File: src/rtl/nor_rd_pkg.sv
package nor_rd_pkg;
  localparam int unsigned DQ_W     = 16;
  localparam int unsigned PAGE_LSB = 3;  // byte-address bit that starts the page tag

  function automatic logic [DQ_W-1:0] lane_sel(input logic byte_m, input logic [DQ_W-1:0] dq);
    return byte_m ? {{(DQ_W-8){1'b0}}, dq[7:0]} : dq;
  endfunction
endpackage

File: src/rtl/nor_acc_timer.sv
module nor_acc_timer #(
  parameter int unsigned CNT_W = 3
) (
  input  logic             clk_i,
  input  logic             rst_ni,
  input  logic             load_i,
  input  logic [CNT_W-1:0] len_i,
  output logic             busy_o,
  output logic             last_o
);
  logic [CNT_W-1:0] cnt_q;

  always_ff @(posedge clk_i or negedge rst_ni) begin
    if (!rst_ni)            cnt_q <= '0;
    else if (load_i)        cnt_q <= len_i;
    else if (cnt_q != '0)   cnt_q <= cnt_q - 1'b1;
  end

  assign busy_o = (cnt_q != '0);
  assign last_o = (cnt_q == CNT_W'(1));


  cnt_step_chk: assert property (@(posedge clk_i) disable iff (!rst_ni)
    (busy_o && !load_i) |=> (cnt_q == $past(cnt_q) - 1'b1));
endmodule

File: src/rtl/nor_page_trk.sv
module nor_page_trk #(
  parameter int unsigned TAG_W   = 20,
  parameter int unsigned IDLE_TO = 16
) (
  input  logic             clk_i,
  input  logic             rst_ni,
  input  logic             start_i,
  input  logic             busy_i,
  input  logic [TAG_W-1:0] page_i,
  input  logic             byte_i,
  output logic             hit_o,
  output logic             open_o
);
  localparam int unsigned IDLE_W = $clog2(IDLE_TO + 1);

  logic             open_q;
  logic [TAG_W-1:0] tag_q;
  logic             byte_q;
  logic [IDLE_W-1:0] idle_q;
  logic             expire;

  assign expire = open_q && !busy_i && (idle_q == IDLE_W'(IDLE_TO - 1));

  always_ff @(posedge clk_i or negedge rst_ni) begin
    if (!rst_ni) begin
      open_q <= 1'b0;
      tag_q  <= '0;
      byte_q <= 1'b0;
    end else if (start_i) begin
      open_q <= 1'b1;
      tag_q  <= page_i;
      byte_q <= byte_i;
    end else if (expire) begin
      open_q <= 1'b0;
    end
  end

  always_ff @(posedge clk_i or negedge rst_ni) begin
    if (!rst_ni)                                idle_q <= '0;
    else if (start_i || busy_i || !open_q || expire) idle_q <= '0;
    else                                        idle_q <= idle_q + 1'b1;
  end

  // chip-enable held low is implied by open_q
  assign hit_o  = open_q && (tag_q == page_i) && (byte_q == byte_i);
  assign open_o = open_q;
endmodule

File: src/rtl/nor_page_rd.sv
module nor_page_rd #(
  parameter int unsigned ADDR_W  = 22,
  parameter int unsigned T_RAND  = 7,
  parameter int unsigned T_PAGE  = 2,
  parameter int unsigned IDLE_TO = 16
) (
  input  logic              clk_i,
  input  logic              rst_ni,
  input  logic              req_valid_i,
  output logic              req_ready_o,
  input  logic [ADDR_W:0]   req_addr_i,
  input  logic              req_byte_i,
  output logic              rsp_valid_o,
  output logic [15:0]       rsp_data_o,
  output logic              fl_ce_no,
  output logic              fl_oe_no,
  output logic              fl_we_no,
  output logic              fl_word_sel_o,
  output logic [ADDR_W-1:0] fl_addr_o,
  input  logic [15:0]       fl_dq_i,
  output logic              fl_dq15_o,
  output logic              fl_dq15_oe_o
);
  import nor_rd_pkg::*;

  localparam int unsigned CNT_W = $clog2(T_RAND + 1);
  localparam int unsigned TAG_W = ADDR_W + 1 - PAGE_LSB;
  localparam logic [CNT_W-1:0] LEN_RAND = CNT_W'(T_RAND);
  localparam logic [CNT_W-1:0] LEN_PAGE = CNT_W'(T_PAGE);

  logic            busy, last, hit, open, accept;
  logic [ADDR_W:0] addr_q;
  logic            byte_q;
  logic            rsp_v_q;
  logic [15:0]     rsp_d_q;

  assign accept = req_valid_i && !busy;

  nor_acc_timer #(.CNT_W(CNT_W)) i_timer (
    .clk_i  (clk_i),
    .rst_ni (rst_ni),
    .load_i (accept),
    .len_i  (hit ? LEN_PAGE : LEN_RAND),
    .busy_o (busy),
    .last_o (last)
  );

  nor_page_trk #(.TAG_W(TAG_W), .IDLE_TO(IDLE_TO)) i_trk (
    .clk_i   (clk_i),
    .rst_ni  (rst_ni),
    .start_i (accept),
    .busy_i  (busy),
    .page_i  (req_addr_i[ADDR_W:PAGE_LSB]),
    .byte_i  (req_byte_i),
    .hit_o   (hit),
    .open_o  (open)
  );

  always_ff @(posedge clk_i or negedge rst_ni) begin
    if (!rst_ni) begin
      addr_q <= '0;
      byte_q <= 1'b0;
    end else if (accept) begin
      addr_q <= req_addr_i;
      byte_q <= req_byte_i;
    end
  end

  always_ff @(posedge clk_i or negedge rst_ni) begin
    if (!rst_ni) begin
      rsp_v_q <= 1'b0;
      rsp_d_q <= '0;
    end else begin
      rsp_v_q <= last;
      if (last) rsp_d_q <= lane_sel(byte_q, fl_dq_i);
    end
  end

  assign req_ready_o   = !busy;
  assign rsp_valid_o   = rsp_v_q;
  assign rsp_data_o    = rsp_d_q;
  assign fl_ce_no      = !open;
  assign fl_oe_no      = !busy;
  assign fl_we_no      = 1'b1;
  assign fl_word_sel_o = !byte_q;
  assign fl_addr_o     = addr_q[ADDR_W:1];
  assign fl_dq15_o     = addr_q[0];
  assign fl_dq15_oe_o  = byte_q && busy;


  oe_needs_ce_chk: assert property (@(posedge clk_i) disable iff (!rst_ni)
    !fl_oe_no |-> !fl_ce_no);

  rsp_pulse_chk: assert property (@(posedge clk_i) disable iff (!rst_ni)
    rsp_valid_o |=> !rsp_valid_o);

  rsp_after_oe_chk: assert property (@(posedge clk_i) disable iff (!rst_ni)
    rsp_valid_o |-> $past(!fl_oe_no));

  ce_rel_idle_chk: assert property (@(posedge clk_i) disable iff (!rst_ni)
    $rose(fl_ce_no) |-> $past(fl_oe_no));
endmodule

File: config.mk
export PLATFORM = sky130hd
export DESIGN_NAME = nor_page_rd
export DESIGN_NICKNAME = d
export VERILOG_FILES = /design/src/rtl/nor_rd_pkg.sv /design/src/rtl/nor_acc_timer.sv /design/src/rtl/nor_page_trk.sv /design/src/rtl/nor_page_rd.sv
export SDC_FILE = /design/constraint.sdc
export NUM_CORES = 1
export LEC_CHECK = 0
export CAP_MARGIN = 20
export CORE_MARGIN = 4
export CORE_UTILIZATION = 40
export DETAILED_ROUTE_END_ITERATION = 7
export GPL_TIMING_DRIVEN = 0
export HOLD_SLACK_MARGIN = 0.08
export PLACE_DENSITY = 0.76
export SLEW_MARGIN = 20
export SYNTH_ARGS = -nofsm -noshare
export SYNTH_HDL_FRONTEND = slang
export SYNTH_SLANG_ARGS = --single-unit
File: constraint.sdc
create_clock -name clk_i -period 2.9 [get_ports clk_i]
set_input_delay 0.58 -clock clk_i [delete_from_list [all_inputs] [get_ports clk_i]]
set_output_delay 0.58 -clock clk_i [all_outputs]
set_load 0.01 [all_outputs]
==> results of run 1 <==
## worst max path at each step
stage	slack, ns	startpoint	endpoint	cells past startpoint
2_1_floorplan	1.29	i_trk.idle_q[0]	i_trk.idle_q[2]	5
3_3_place_gp	-0.28	rst_ni	rsp_data_o[2]	1
3_5_place_dp	0.80	i_timer.cnt_q[0]	req_ready_o	6
4_1_cts	0.47	i_timer.cnt_q[0]	req_ready_o	6
5_1_grt	0.38	i_timer.cnt_q[0]	req_ready_o	6
6_report	0.49	i_timer.cnt_q[0]	req_ready_o	6
## synth_stat cells
cell,number
nand2_4,1
nand2b_1,1
mux2_2,28
o21ai_0,11
nor3_1,1
or3_1,1
clkbuf_1,1
nand4_1,5
nand2_1,21
xor2_1,1
buf_6,3
nor2_1,8
or4_4,1
conb_1,1
inv_4,1
buf_4,2
nand3_1,2
nor4_1,1
and2_4,1
dfrtp_1,50
a21oi_1,1
nand2b_4,1
mux2_4,3
ha_1,5
mux2i_1,2
inv_1,7
xnor2_1,22
buf_2,3
and3_1,1
o41ai_1,1
## routing by layer
layer / up-vias / track usage / wire length, um
met5: - / 0 / 0
met3: 4 / 0.0701 / 402
met4: 0 / 0.0263 / 29
met2: 51 / 0.223 / 2330
li1: 811 / - / -
met1: 783 / 0.183 / 2020
## state kept, by name (all words and copies together) (netlist names)
signal	count
i_trk.idle_q	5
addr_q	23
byte_q	1
i_trk.open_o	1
rsp_valid_o	1
i_timer.cnt_q	3
rsp_data_o	16
## cell families after synthesis
logic type / after synthesis / share of synthesized area
DFF: 50 / 0.546
and+or+nand+nor: 45 / 0.0982
muxes: 33 / 0.166
xor gates and xnor gates: 23 / 0.0878
buffers and inverters: 17 / 0.0436
AOI/OAI and AO/OA: 13 / 0.0300
adders and majority gates: 5 / 0.0273
other: 1 / 0.00164
## through the flow
stage,setup TNS [ns],cells,hold WS (ns)
after floorplan,0,187,0.284
after global placement,-14.00,346,0.447
after detailed placement,0,346,0.455
after CTS,0,354,0.327
after global routing,0,354,0.340
final,0,354,0.295
## worst register-to-register path, cell delays in order (launching register included)
cell and delay (ns):
dfrtp_1 0.41, ha_1 0.23, and3_1 0.19, ha_1 0.19, or4_4 0.52, nor2_1 0.12
## power groups by stage
stage | combinational, mW | clock (mW) | sequential [mW]
after detailed placement | 1.64 | 0 | 1.23
after global placement | 1.62 | 0 | 1.21
final | 1.61 | 0.408 | 1.21
after global routing | 1.76 | 0.457 | 1.26
after CTS | 1.65 | 0.427 | 1.22
after floorplan | 0.689 | 0 | 1.35
## final cells by class
| type | instances | area (sq um) | area share |
|---|---|---|---|
| Multi-Input combinational cell | 120 | 942 | 0.282 |
| Inverter | 8 | 32.5 | 0.00973 |
| Tap cell | 72 | 90.1 | 0.0269 |
| Clock inverter | 1 | 5.00 | 0.00150 |
| Clock buffer | 7 | 86.3 | 0.0258 |
| Buffer | 9 | 67.6 | 0.0202 |
| Timing Repair Buffer | 87 | 868 | 0.260 |
| Sequential cell | 50 | 1250 | 0.374 |
## layout by cell type, fill, tap and decap left out, types with 2 or more instances in the layout
master,n
buf_2,3
clkbuf_1,2
inv_1,7
xnor2_1,22
nand3_1,2
mux2_2,28
nor2_1,8
clkbuf_8,6
nand2_1,21
dfrtp_1,50
ha_1,5
nand4_1,5
buf_4,3
mux2_4,3
mux2i_1,2
buf_6,3
clkdlybuf4s50_1,86
o21ai_0,11
==> impl_metrics.yaml, run 1 <==
route:
  wirelength_mm: 4.79
  vias_per_cell: 4.66
  drcViolationCount: 0
  first_pass_iters: 4
  num_vias: 1649
  ant_nets: 0
  drt_iter0_drc: 26
  drt-wirelength-per-cell_um: 13.5
placement:
  port_buffers: 87
  place_area_sq_um: 3250
  place_ws_ns: 0.804
  post-dp-hpwl_mm: 3.71
  place.gp.congestion: 0.682
worst_setup_path:
  cp_cell_sequence: "inv_1, ha_1, nand2b_4, inv_4, buf_4, clkdlybuf4s50_1"
  reg2reg_from: "i_trk.idle_q[0]"
  cp-end-kind: "output port"
  crit_family: "buffers and inverters"
  r2r_setup_slack_ns: 1.18
  r2r_end: "i_trk.idle_q[3]"
  start_kind: "flop"
  crit_buf_inv: 4
  cp.arrival_ns: 1.83
  critical_path_required_ns: 2.32
  criticalPathCategory: "flop to output port"
  rr_worst_depth: 5
  slowest_stage: "clkdlybuf4s50_1"
  slowest_delay_ns: 0.52
  worstPathMaxFanout: 7
timing:
  final-hold-violation-count: 0
  finalMaxSlewViolations: 0
  timing.slew.headroom: 0.582
  skew_ns: 0.00528
  tightest_slew_ns: 0.627
  timing.final.crit_share: 0.832
  finalSetupViolations: 0
  setup_slack_ns: 0.486
  timing.final.crit_period_ns: 2.41
  rsz0062_at_grt: "no"
  fmax_ghz: 0.414
power:
  power_mw: 3.24
  sw_frac_of_total: 0.322
  p_comb_frac: 0.499
  seqPwrFrac: 0.375
  power_density_nw_per_um2: 968
  intPower_mw: 2.19
  p_sw_mw: 1.04
  max-vdd-ir-drop_v: 0.000507
  p_leak_nw: 1.43
  p_clk_frac: 0.126
synthesis:
  ys_warn_count: 0
  yosysTopAreaCellShare: 0.546
  syn_avg_cell_area_sq_um: 12.3
  synth_area_sq_um: 2290
  synth_cell_type_count: 30
  synth_top_cell_by_area: "dfrtp_1"
  syn_inst: 187
  ys_seq_elements: 50
  ys_seq_area_frac: 0.546
  ys_top_cells_by_area: "dfrtp_1 55%, mux2_2 14%, xnor2_1 8.4%"
  syn_nets: 235
floorplan:
  die_area_sq_um: 7010
  io_pins: 89
  die_height_um: 83.7
  coreArea_sq_um: 5540
  num_rows: 27
  initial_core_util: 0.414
  fp.dieW_um: 83.7
cts:
  clkTransAtPathRegs_ns: 0.09
  clk_path_buf_depth: 2
  cts_buffers: 5
  holdBufCountCts: 0
  cts_tree: "done"
  ctsHtreeMaxLevel: 2
  cts_sinks: 50
  insertion_delay_ns: 0.29
  cts-root-buf: "clkbuf_8"
  cts_resized: 0
  cts_setup_buffers: 0
global_routing:
  grt_first_pass_wirelength_mm: 8.05
  antenna_found_initial: 0
  grt_max_degree: 51
  grt_use_total: 0.144
  gr-total-overflow: 0
  grt_pass1_vias: 1705
final_layout:
  fin_util: 0.603
  syn_to_final_growth_pct: 45.8
  nFillCells: 489
  nets: 329
  finalInstanceArea_sq_um: 3340
  layout-drive-gt1-share: 0.184
  antenna_cells: 0
job:
  max-cap-violations: 0
min_path:
  hold_class: "input pin to asynchronous set/reset pin"
run_status:
  status: "complete, no violations"
Power figures use the tool's default switching activity.
==> run 2, diff against run 1 <==
==> constraint.sdc (replaced) <==
create_clock -name clk_i -period 2.39 [get_ports clk_i]
set_input_delay 0.478 -clock clk_i [delete_from_list [all_inputs] [get_ports clk_i]]
set_output_delay 0.478 -clock clk_i [all_outputs]
set_load 0.01 [all_outputs]
==> impl_metrics.yaml, run 2 (synthesis results as in run 1) <==
cts:
  cts_tree: "done"
  cts-root-buf: "clkbuf_8"
  cts_resized: 0
  cts_sinks: 50
  holdBufCountCts: 0
  clkTransAtPathRegs_ns: 0.09
  clk_path_buf_depth: 2
  insertion_delay_ns: 0.29
  cts_buffers: 5
  cts_setup_buffers: 0
  ctsHtreeMaxLevel: 2
route:
  ant_nets: 0
  wirelength_mm: 4.79
  first_pass_iters: 4
  drt_iter0_drc: 26
  vias_per_cell: 4.66
  num_vias: 1648
  drt-wirelength-per-cell_um: 13.5
  drcViolationCount: 0
timing:
  timing.final.crit_share: 0.953
  finalMaxSlewViolations: 0
  tightest_slew_ns: 0.627
  skew_ns: 0.00519
  holdWs_ns: 0.193
  rsz0062_at_grt: "no"
  final-hold-violation-count: 0
  finalSetupViolations: 0
  fmax_ghz: 0.439
  timing.final.crit_period_ns: 2.28
  timing.slew.headroom: 0.582
final_layout:
  final_common_cell: "clkdlybuf4s50_1"
  largest_reg_flops: 23
  finalInstanceArea_sq_um: 3350
  syn_to_final_growth_pct: 45.9
  final_cell_mix: "86 x clkdlybuf4s50_1, 50 x dfrtp_1, 28 x mux2_2"
  antenna_cells: 0
  nets: 329
  regMostFlops: "addr_q"
  layout-drive-gt1-share: 0.191
  fin_util: 0.604
power:
  power_density_nw_per_um2: 1180
  power_mw: 3.93
  p_leak_nw: 1.43
  max-vdd-ir-drop_v: 0.000613
global_routing:
  gr-total-overflow: 0
  grt_pass1_vias: 1705
  antenna_found_initial: 0
  grt_first_pass_wirelength_mm: 8.05
  grt_max_degree: 51
  grt_use_total: 0.144
worst_setup_path:
  slowest_stage: "clkdlybuf4s50_1"
  criticalPathCategory: "flop to output port"
  critical_path_required_ns: 1.91
  rr_worst_depth: 5
  cp.arrival_ns: 1.80
  cp_cell_sequence: "inv_1, ha_2, nand2b_4, inv_4, buf_4, clkdlybuf4s50_1"
  slowest_delay_ns: 0.52
  worstPathMaxFanout: 7
  start_kind: "flop"
  cp-end-kind: "output port"
floorplan:
  die_height_um: 83.7
  coreArea_sq_um: 5540
  die_area_sq_um: 7010
  num_rows: 27
  io_pins: 89
  fp.dieW_um: 83.7
  initial_core_util: 0.414
placement:
  port_buffers: 87
  post-dp-hpwl_mm: 3.71
  place.gp.congestion: 0.682
  place_area_sq_um: 3250
run_status:
  status: "complete, no violations"
min_path:
  hold_class: "input pin to asynchronous set/reset pin"
job:
  max-cap-violations: 0
## run 2: cell count changes in the layout (fill, tap and decap cells not counted)
cell	before	now
ha_2	0	1
inv_2	0	1
ha_1	5	4
inv_1	7	6
## run 2: area by class of cell
type                            count  area [sq um]
Multi-Input combinational cell    120           945
Inverter                            8          32.5
Clock inverter                      1          5.00
Sequential cell                    50          1250
Tap cell                           72          90.1
Buffer                              9          67.6
Timing Repair Buffer               87           868
Clock buffer                        7          86.3
Fill cell                         488          2190
## run 2: power breakdown
part | switching, mW | total (mW) | internal, mW
Sequential | 0.251 | 1.47 | 1.22
Clock | 0.261 | 0.494 | 0.234
Combinational | 0.756 | 1.96 | 1.21
## run 2: layer usage
layer,global-route usage,vias to the layer above,part of all wire
met5,0,-,0
met4,0.0263,0,0.0061
met3,0.0701,4,0.084
met2,0.223,51,0.49
met1,0.183,783,0.42
li1,-,810,-
## run 2: critical path: cells and delay by family, from the launching register on
family	cells	cell delay (ns)
adder cells (fa/ha/maj)	1	0.23
buffers and inverters	4	0.84
AND/OR/NAND/NOR	1	0.08
flip-flops	1	0.37
## run 2: per-stage QoR
stage,setup WS (ns),cells,setup TNS [ns]
after global routing,0.00642,354,0
after floorplan,0.776,187,0
final,0.113,354,0
after global placement,-0.690,346,-34.40
after detailed placement,0.396,346,0
after CTS,0.0587,354,0
## run 2: path summary, 6_finish.rpt
| kind | start | endpoint | slack (ns) |
|---|---|---|---|
| max | i_timer.cnt_q[1] | req_ready_o | 0.11 |
| max reg2reg | i_trk.idle_q[0] | i_trk.idle_q[3] | 0.67 |
| min in group clk_i | i_trk.idle_q[0] | i_trk.idle_q[0] | 0.47 |
| max in group asynchronous | rst_ni | rsp_data_o[10] | 1.77 |
| min reg2reg | i_trk.idle_q[0] | i_trk.idle_q[0] | 0.47 |
| min | rst_ni | i_trk.idle_q[2] | 0.19 |
==> run 3, diff against run 2 <==
--- a/config.mk
+++ b/config.mk
@@ -9,9 +9,10 @@
 export CORE_MARGIN = 4
 export CORE_UTILIZATION = 40
 export DETAILED_ROUTE_END_ITERATION = 7
+export DONT_BUFFER_PORTS = 1
 export GPL_TIMING_DRIVEN = 0
 export HOLD_SLACK_MARGIN = 0.08
-export PLACE_DENSITY = 0.76
+export PLACE_DENSITY = 0.58
 export SLEW_MARGIN = 20
 export SYNTH_ARGS = -nofsm -noshare
 export SYNTH_HDL_FRONTEND = slang
==> constraint.sdc (replaced) <==
create_clock -name clk_i -period 2.05 [get_ports clk_i]
set_input_delay 0.41 -clock clk_i [delete_from_list [all_inputs] [get_ports clk_i]]
set_output_delay 0.41 -clock clk_i [all_outputs]
set_load 0.01 [all_outputs]
==> impl_metrics.yaml, run 3 (synthesis results as in run 1) <==
cts:
  insertion_delay_ns: 0.29
  cts_buffers: 5
  ctsHtreeMaxLevel: 2
  clkTransAtPathRegs_ns: 0.08
  clk_path_buf_depth: 2
  cts_setup_buffers: 0
  cts_sinks: 50
  cts_tree: "done"
  cts-root-buf: "clkbuf_8"
run_status:
  status: "complete, no violations"
worst_setup_path:
  criticalPathCategory: "flop to output port"
  cp-end-kind: "output port"
  cp_cell_sequence: "inv_1, ha_1, nand2b_4, inv_4, nor2_1"
  cp.arrival_ns: 1.40
  start_kind: "flop"
  worstPathMaxFanout: 7
  r2r_end: "i_trk.idle_q[2]"
  slowest_stage: "dfrtp_1"
  crit_family: "flip-flops"
  r2r_setup_slack_ns: 0.33
  slowest_delay_ns: 0.37
  reg2reg_from: "i_trk.idle_q[0]"
  crit_buf_inv: 2
  rr_worst_depth: 5
  critical_path_required_ns: 1.64
global_routing:
  grt_max_degree: 51
  grt_use_total: 0.134
  grt_pass1_vias: 1516
  grt_first_pass_wirelength_mm: 7.54
  gr-total-overflow: 0
  antenna_found_initial: 0
floorplan:
  fp.dieW_um: 83.7
  die_height_um: 83.7
  coreArea_sq_um: 5540
  io_pins: 89
  initial_core_util: 0.414
  die_area_sq_um: 7010
  num_rows: 27
route:
  first_pass_iters: 4
  drt_iter0_drc: 33
  drcViolationCount: 0
  vias_per_cell: 5.00
  wirelength_mm: 4.57
  ant_nets: 0
  num_vias: 1340
  drt-wirelength-per-cell_um: 17.0
timing:
  finalMaxSlewViolations: 0
  setup_tns_ns: 0
  skew_ns: 0.00719
  timing.final.crit_period_ns: 1.81
  rsz0062_at_grt: "no"
  fmax_ghz: 0.554
  setup_slack_ns: 0.243
  final-hold-violation-count: 0
  timing.slew.headroom: 0.652
  timing.final.crit_share: 0.881
  finalSetupViolations: 0
  tightest_slew_ns: 0.523
min_path:
  hold_class: "input pin to flop"
  min_to: "byte_q"
  holdPathStages: 2
  hold_path_startpoint: "req_byte_i"
power:
  max-vdd-ir-drop_v: 0.000579
  power_density_nw_per_um2: 1470
  p_leak_nw: 1.10
final_layout:
  final_common_cell: "dfrtp_1"
  final_cell_mix: "50 x dfrtp_1, 28 x mux2_2, 22 x xnor2_1"
  layout-drive-gt1-share: 0.255
  largest_reg_flops: 23
  syn_to_final_growth_pct: 8.89
  regMostFlops: "addr_q"
  nets: 244
  antenna_cells: 0
job:
  max-cap-violations: 0
placement:
  place_ws_ns: 0.343
  port_buffers: 0
  post-dp-hpwl_mm: 3.62
  place.gp.congestion: 0.677
[run 3: changes by cell type in the layout (fill, tap and decap cells not counted)]
| cell | change |
|---|---|
| clkbuf_8 | -1 |
| clkinv_2 | -1 |
| dlygate4sd3_1 | +1 |
| clkdlybuf4s50_1 | -86 |
| clkbuf_1 | +1 |
| buf_4 | -1 |
| inv_1 | +1 |
| ha_2 | -1 |
| inv_2 | -1 |
| buf_16 | +1 |
| ha_1 | +1 |
[run 3: power breakdown]
group          switching (mW)  total (mW)  internal, mW
registers               0.577        2.00          1.43
clock network           0.283       0.519         0.235
logic                   0.510        1.16         0.648
total                    1.37        3.68          2.31
[run 3: timing repair]
item	in CTS	in global routing
endpoints found under the hold margin	50	0
hold buffers	2	0
gates resized for setup	0	0
[run 3: worst reg2reg max path, cell delays in order (launching register included)]
cell and delay (ns):
dfrtp_1 0.41, ha_1 0.23, and3_1 0.19, ha_1 0.19
or4_4 0.52, nor2_1 0.12
[run 3: final cells by class]
type	instances	area, sq um
buffer	9	67.6
clock buffer	7	76.3
fill	520	3040
inverter	8	32.5
multi-input combinational	120	942
sequential	50	1250
tap	72	90.1
timing repair buffer	2	37.5
[run 3: metrics by stage]
stage	hold slack [ns]	instances	instance area, sq um	utilization	total power [mW]
global route	0.243	268	2500	0.451	3.96
floorplan	0.114	187	2290	-	2.88
detailed placement	0.116	259	2380	0.430	3.19
finish	0.245	268	2500	0.451	3.68
CTS	0.231	268	2500	0.451	3.75
global placement	0.116	259	2380	0.430	3.10
[run 3: how the worst max path moves through the flow]
stage / from / endpoint / slack [ns] / cells after the start
6_report: i_timer.cnt_q[0] / fl_dq15_oe_o / 0.24 / 5
5_1_grt: i_timer.cnt_q[0] / fl_dq15_oe_o / 0.12 / 5
4_1_cts: i_timer.cnt_q[0] / fl_dq15_oe_o / 0.21 / 5
3_5_place_dp: i_trk.idle_q[0] / i_trk.idle_q[3] / 0.34 / 5
3_3_place_gp: i_trk.idle_q[0] / i_trk.idle_q[3] / 0.38 / 5
2_1_floorplan: i_trk.idle_q[0] / i_trk.idle_q[2] / 0.44 / 5
[run 3: per-layer routing]
metal / part of all wire / global-route usage
met3: 0.10 / 0.0652
met5: 0 / 0
met2: 0.52 / 0.236
met4: 0.0088 / 0.0395
met1: 0.37 / 0.141
